`src/rtl/chan_state_pkg.sv`:
```
package chan_state_pkg;

  localparam int FIELD_W   = 8;
  localparam int STATE_LSB = 8;
  localparam int CMD_LSB   = 16;

  typedef enum logic [2:0] {
    ST_DIS  = 3'd0,
    ST_ENA  = 3'd1,
    ST_RUN  = 3'd2,
    ST_SUSP = 3'd3,
    ST_STOP = 3'd4
  } chanState_e;

  localparam logic [FIELD_W-1:0] CMD_ENABLE  = 8'd1;
  localparam logic [FIELD_W-1:0] CMD_SUSPEND = 8'd2;
  localparam logic [FIELD_W-1:0] CMD_RESET   = 8'd3;

  // strobes from the control FSM to the pointer/counter datapath
  typedef struct packed {
    logic ldQuiesce;
    logic cntDec;
    logic clrPtrs;
    logic storeDb;
  } dpStrobe_t;

endpackage

```
`src/rtl/chan_dp.sv`:
```
module chan_dp
  import chan_state_pkg::*;
#(
  parameter int RING_DEPTH = 8,
  parameter int QD_W       = 8,
  localparam int PTR_W     = (RING_DEPTH > 1) ? $clog2(RING_DEPTH) : 1
) (
  input  logic             clk,
  input  logic             rstN,
  input  dpStrobe_t        strobe,
  input  logic [PTR_W-1:0] doorbellOff,
  input  logic             descDone,
  input  logic [QD_W-1:0]  quiesceDelay,
  output logic [PTR_W-1:0] rdPtr,
  output logic             ptrsEqual,
  output logic             qZero
);

  localparam logic [PTR_W-1:0] LAST_IDX = PTR_W'(RING_DEPTH - 1);

  logic [PTR_W-1:0] dbOff;
  logic [PTR_W-1:0] rdPtrQ;
  logic [PTR_W-1:0] rdPtrInc;
  logic [QD_W-1:0]  qCnt;

  assign ptrsEqual = (dbOff == rdPtrQ);
  assign qZero     = (qCnt == '0);
  assign rdPtr     = rdPtrQ;
  assign rdPtrInc  = (rdPtrQ == LAST_IDX) ? '0 : rdPtrQ + 1'b1;

  always_ff @(posedge clk or negedge rstN) begin
    if (!rstN) begin
      dbOff  <= '0;
      rdPtrQ <= '0;
    end else if (strobe.clrPtrs) begin
      dbOff  <= '0;
      rdPtrQ <= '0;
    end else begin
      if (strobe.storeDb) dbOff <= doorbellOff;
      if (descDone && !ptrsEqual) rdPtrQ <= rdPtrInc;
    end
  end

  always_ff @(posedge clk or negedge rstN) begin
    if (!rstN)                 qCnt <= '0;
    else if (strobe.ldQuiesce) qCnt <= quiesceDelay;
    else if (strobe.cntDec)    qCnt <= qCnt - 1'b1;
  end

endmodule

```
`src/rtl/chan_ctrl.sv`:
```
module chan_ctrl
  import chan_state_pkg::*;
#(
  parameter int PTR_W = 3
) (
  input  logic               clk,
  input  logic               rstN,
  input  logic               regWrEn,
  input  logic [FIELD_W-1:0] cmdField,
  input  logic               doorbellWr,
  input  logic [PTR_W-1:0]   doorbellOff,
  input  logic [PTR_W-1:0]   rdPtr,
  input  logic               ptrsEqual,
  input  logic               qZero,
  input  logic               inFlight,
  input  logic               fatalErr,
  output chanState_e         state,
  output logic               draining,
  output dpStrobe_t          strobe
);

  chanState_e stateQ, stateN, targetQ, targetN, effTarget;
  logic drainQ, drainN;
  logic cmdEn, cmdSus, cmdRst, fatalHit, drainStep, finish;
  logic acceptEn, acceptSus, acceptRst, dbOk, isActive;

  assign cmdEn  = regWrEn && (cmdField == CMD_ENABLE);
  assign cmdSus = regWrEn && (cmdField == CMD_SUSPEND);
  assign cmdRst = regWrEn && (cmdField == CMD_RESET);

  assign isActive  = (stateQ == ST_ENA) || (stateQ == ST_RUN);
  assign fatalHit  = fatalErr && (stateQ != ST_DIS);
  assign drainStep = drainQ && !inFlight;
  assign finish    = drainStep && qZero;

  assign acceptRst = cmdRst && !fatalHit;
  assign acceptSus = cmdSus && !fatalHit && !drainQ && isActive;
  assign acceptEn  = cmdEn && !fatalHit && !drainQ &&
                     ((stateQ == ST_DIS) || (stateQ == ST_SUSP));
  assign dbOk      = doorbellWr && !fatalHit && !drainQ && isActive &&
                     !acceptSus && !acceptRst;
  assign effTarget = acceptRst ? ST_DIS : targetQ;

  always_comb begin
    stateN  = stateQ;
    drainN  = drainQ;
    targetN = targetQ;
    strobe  = '0;
    if (fatalHit) begin
      stateN = ST_STOP;
      drainN = 1'b0;
    end else if (drainQ) begin
      if (acceptRst) targetN = ST_DIS;
      if (finish) begin
        stateN         = effTarget;
        drainN         = 1'b0;
        strobe.clrPtrs = (effTarget == ST_DIS);
      end else begin
        strobe.cntDec = drainStep;
      end
    end else if (acceptRst || acceptSus) begin
      drainN           = 1'b1;
      targetN          = acceptRst ? ST_DIS : ST_SUSP;
      strobe.ldQuiesce = 1'b1;
    end else if (acceptEn) begin
      stateN = ST_ENA;
    end else if (dbOk) begin
      strobe.storeDb = 1'b1;
      if ((stateQ == ST_ENA) && (doorbellOff != rdPtr)) stateN = ST_RUN;
    end else if ((stateQ == ST_RUN) && ptrsEqual) begin
      stateN = ST_ENA;
    end
  end

  always_ff @(posedge clk or negedge rstN) begin
    if (!rstN) begin
      stateQ  <= ST_DIS;
      targetQ <= ST_DIS;
      drainQ  <= 1'b0;
    end else begin
      stateQ  <= stateN;
      targetQ <= targetN;
      drainQ  <= drainN;
    end
  end

  assign state    = stateQ;
  assign draining = drainQ;

endmodule

```
`src/rtl/chan_state_ctl.sv`:
```
module chan_state_ctl
  import chan_state_pkg::*;
#(
  parameter int RING_DEPTH = 8,
  parameter int QD_W       = 8,
  localparam int PTR_W     = (RING_DEPTH > 1) ? $clog2(RING_DEPTH) : 1
) (
  input  logic             clk,
  input  logic             rstN,
  input  logic             regWrEn,
  input  logic [31:0]      regWrData,
  output logic [31:0]      regRdData,
  input  logic             doorbellWr,
  input  logic [PTR_W-1:0] doorbellOff,
  input  logic             descDone,
  input  logic             inFlight,
  input  logic             fatalErr,
  input  logic [QD_W-1:0]  quiesceDelay,
  output logic [PTR_W-1:0] rdPtr,
  output logic             chanEnabled,
  output logic             workGrant
);

  chanState_e curState;
  logic       drainBusy;
  logic       ptrsEqual;
  logic       qZero;
  dpStrobe_t  strobe;
  logic       unusedWrBits;

  assign unusedWrBits = ^{regWrData[31:CMD_LSB+FIELD_W], regWrData[CMD_LSB-1:0]};

  chan_ctrl #(.PTR_W(PTR_W)) uCtrl (
    .clk        (clk),
    .rstN       (rstN),
    .regWrEn    (regWrEn),
    .cmdField   (regWrData[CMD_LSB +: FIELD_W]),
    .doorbellWr (doorbellWr),
    .doorbellOff(doorbellOff),
    .rdPtr      (rdPtr),
    .ptrsEqual  (ptrsEqual),
    .qZero      (qZero),
    .inFlight   (inFlight),
    .fatalErr   (fatalErr),
    .state      (curState),
    .draining   (drainBusy),
    .strobe     (strobe)
  );

  chan_dp #(.RING_DEPTH(RING_DEPTH), .QD_W(QD_W)) uDp (
    .clk         (clk),
    .rstN        (rstN),
    .strobe      (strobe),
    .doorbellOff (doorbellOff),
    .descDone    (descDone),
    .quiesceDelay(quiesceDelay),
    .rdPtr       (rdPtr),
    .ptrsEqual   (ptrsEqual),
    .qZero       (qZero)
  );

  always_comb begin
    regRdData = '0;
    regRdData[STATE_LSB +: FIELD_W] = FIELD_W'(curState);
  end

  assign chanEnabled = (curState == ST_ENA) || (curState == ST_RUN);
  assign workGrant   = (curState == ST_RUN) && !drainBusy;

endmodule

```
`config.mk`:
```
export PLATFORM = sky130hd
export DESIGN_NAME = chan_state_ctl
export DESIGN_NICKNAME = d
export VERILOG_FILES = /design/src/rtl/chan_state_pkg.sv /design/src/rtl/chan_dp.sv /design/src/rtl/chan_ctrl.sv /design/src/rtl/chan_state_ctl.sv
export SDC_FILE = /design/constraint.sdc
export NUM_CORES = 1
export LEC_CHECK = 0
export BUFFER_PORTS_ARGS = -buffer_cell sky130_fd_sc_hd__buf_2
export CORE_UTILIZATION = 45
export DETAILED_ROUTE_END_ITERATION = 16
export PLACE_DENSITY = 0.81
export REMOVE_ABC_BUFFERS = 1
export SYNTH_ARGS = -nofsm -noshare
export SYNTH_HDL_FRONTEND = slang
export SYNTH_HIERARCHICAL = 1
export SYNTH_SLANG_ARGS = --single-unit
```
`constraint.sdc`:
```
create_clock -name clk -period 3.3 [get_ports clk]
set_input_delay 0.99 -clock clk [delete_from_list [all_inputs] [get_ports clk]]
set_output_delay 0.99 -clock clk [all_outputs]
set_load 0.005 [all_outputs]
```
==> flow_summary.yaml <==
sta:
  relSlewSlack_pct: 61.6
  fin_tns_setup_ps: 0
  finalCritPeriodShare_pct: 79.6
  setup_viol: 0
  skew_ps: 6.57
  worst_slew_pin_slew_ps: 572
  slew_violations: 0
  max_clock_freq_ghz: 0.381
  rsz0062_at_grt: "no"
  period_needed_ps: 2630
  final-hold-violation-count: 0
setup_path:
  start_kind: "primary input"
  worstPathArrival_ps: 2870
  crit_family: "simple AND/OR/NAND/NOR gates"
  crit_path_top_delay_cell: "or4b_4"
  crit_chain: "buf_2 -> nor2b_1 -> or2b_1 -> nor3_1 -> or4b_4 -> or4_1 -> a31oi_1"
  crit_path_end_kind: "flip-flop"
  critPathMaxStageDelay_ps: 510
  critPathBufInv: 1
  crit_type: "in2reg"
  cp.required_ps: 3540
  path_max_fanout: 6
global_routing:
  use_met1_pct: 21.5
  grt_pass1_wl_um: 5330
  grt_pass1_vias: 1258
  antenna_found_initial: 0
  overflow: 0
  grt_util_met3_pct: 2.19
  grt_max_degree: 22
  met2_usage_pct: 28.7
  busiest_layer: "met2"
  groute.usage.overall_pct: 16.9
synth:
  seq_area_frac_synth_pct: 31.9
  ys_ff_latch: 21
  synth-simple-area-share_pct: 26.5
  synth-xor-area-share_pct: 5.32
  synth-compound-area-share_pct: 13.6
  syn_avg_cell_area_um2: 8.99
  synthCells: 183
  yosysMostFrequentCell: "buf_4"
  ys_top_cells_by_count: "buf_4 (29), dfrtp_1 (21), nor2_1 (20)"
  yosys.area.top_type: "dfrtp_1"
  synth_top_cell_area_share_pct: 31.9
  synth_top_family_by_area: "simple AND/OR/NAND/NOR gates"
  synth_area_leaders: "dfrtp_1 (32%), buf_4 (13%), nor2_1 (4.6%), xnor2_1 (3.2%), ha_1 (3.0%)"
  synthMuxAreaShare_pct: 3.80
  async_reset_ff_share_pct: 100
  synth_edf_count: 0
  yosysWarnings: 6
  syn_area_mm2: 0.00165
  synthFlopType: "dfrtp_1"
  synth_fa_ha_area_share_pct: 3.04
  synth.distinct_cells: 45
detailed_routing:
  ant_nets: 0
  dr.pass1.iters: 4
  wl_per_cell_um: 11.4
  via_per_inst: 5.12
  routed_wl_um: 3020
  drc_errors: 0
  drt_iter0_drc: 59
  vias: 1363
power:
  total_power_mw: 1.07
  peakVddDrop_uv: 222
  p_leak_nw: 0.835
  power_density_mw_per_mm2: 598
run_status:
  status: "complete, no violations"
floorplanning:
  coreArea_mm2: 0.00342
  die_y_um: 62.5
  initial_core_util_pct: 48.2
  rows: 21
  dieArea_mm2: 0.00390
  ios: 87
  dieWidth_um: 62.5
clock_network:
  post-cts-setup-buffer-count: 0
  cts_tree: "built"
  clk-insertion-delay-late_ps: 310
  cts_buffers: 3
  cts_hold_buffers: 0
  clk_pin_slew_ps: 120
  cts-root-buf: "clkbuf_4"
  post_cts_resized: 0
  clockBufferDepth: 2
  cts_htree_levels: 1
  cts.sinks: 21
placement:
  portBuffers: 33
  place_hpwl_um: 2290
  gp_congestion: 0.834
layout:
  syn2layout_area_growth_pct: 8.82
  final_nets: 275
  fill_cells: 340
  drive_gt1_share_pct: 20.9
  antenna_cells: 0
run:
  maxCapViolCount: 0
min_path:
  hold_path_class: "reg2reg"
path summary, 6_finish.rpt:
| path | start | cells past startpoint | endpoint | slack, ps |
|---|---|---|---|---|
| max in group asynchronous | rstN | 1 | uCtrl/state[1]$_DFFE_PN0P_ | 2350 |
| max reg2reg | uCtrl/state[0]$_DFFE_PN0P_ | 7 | uDp/qCnt[5]$_DFFE_PN0P_ | 770 |
| min reg2reg | uCtrl/targetQ[1]$_DFFE_PN0P_ | 2 | uCtrl/targetQ[1]$_DFFE_PN0P_ | 550 |
| max | fatalErr | 7 | uDp/qCnt[5]$_DFFE_PN0P_ | 670 |
| min in group asynchronous | rstN | 1 | uCtrl/targetQ[1]$_DFFE_PN0P_ | 620 |
| min | uCtrl/targetQ[1]$_DFFE_PN0P_ | 2 | uCtrl/targetQ[1]$_DFFE_PN0P_ | 550 |
sequential cells by signal, indices dropped and copies added (netlist names):
name	cells
uDp/dbOff	3
uDp/qCnt	8
uCtrl/draining	1
uCtrl/targetQ	3
uDp/rdPtr	3
uCtrl/state	3
worst reg2reg max path: cells and delay by family, from the launching register on:
family             cells  cell delay (ps)
AOI/OAI and AO/OA      1              170
and+or+nand+nor        6             1780
DFF                    1              520
power by group:
group	switching [mW]	internal, mW	leakage [nW]
combinational	0.258	0.252	0.546
clock	0.0811	0.0453	0.0177
sequential	0.110	0.325	0.271
total	0.448	0.622	0.835
cell usage in the layout, fill, tap and decap left out, types with 5 or more instances in the layout:
cell	n
nor2_1	20
xnor2_1	6
a31oi_1	7
dfrtp_1	21
nand2_1	13
buf_2	33
inv_1	6
o21ai_0	5
conb_1	29
nor4b_1	5
area by class of cell:
class                           instances  area (um^2)  area share, %
Clock buffer                            3         22.5           1.26
Clock inverter                          1         5.00          0.280
Inverter                                6         22.5           1.26
Multi-Input combinational cell        153          970           54.2
Sequential cell                        21          526           29.4
Tap cell                               46         57.6           3.21
Timing Repair Buffer                   36          188           10.5
routing by layer:
layer	vias to the layer above	wire [um]
met5	-	0
met3	7	164
met2	53	1390
met1	633	1430
li1	670	-
met4	0	42
cells by family after synthesis:
kind of cell / count (synthesis)
and+or+nand+nor: 75
muxes: 6
AOI/OAI and AO/OA: 29
xor gates and xnor gates: 10
adders and majority gates: 4
DFF: 21
buffers and inverters: 37
other: 1
stage by stage:
stage               utilization [%]  hold WS [ps]  instances  instance area (um^2)  setup WS [ps]
floorplan                         -           490        180                  1520            287
global route                   52.4           580        266                  1790            581
CTS                            52.4           562        266                  1790            684
global placement               51.6           513        262                  1760            364
detailed placement             51.6           521        262                  1760            331
finish                         52.4           550        266                  1790            674
Power figures use the tool's default switching activity.
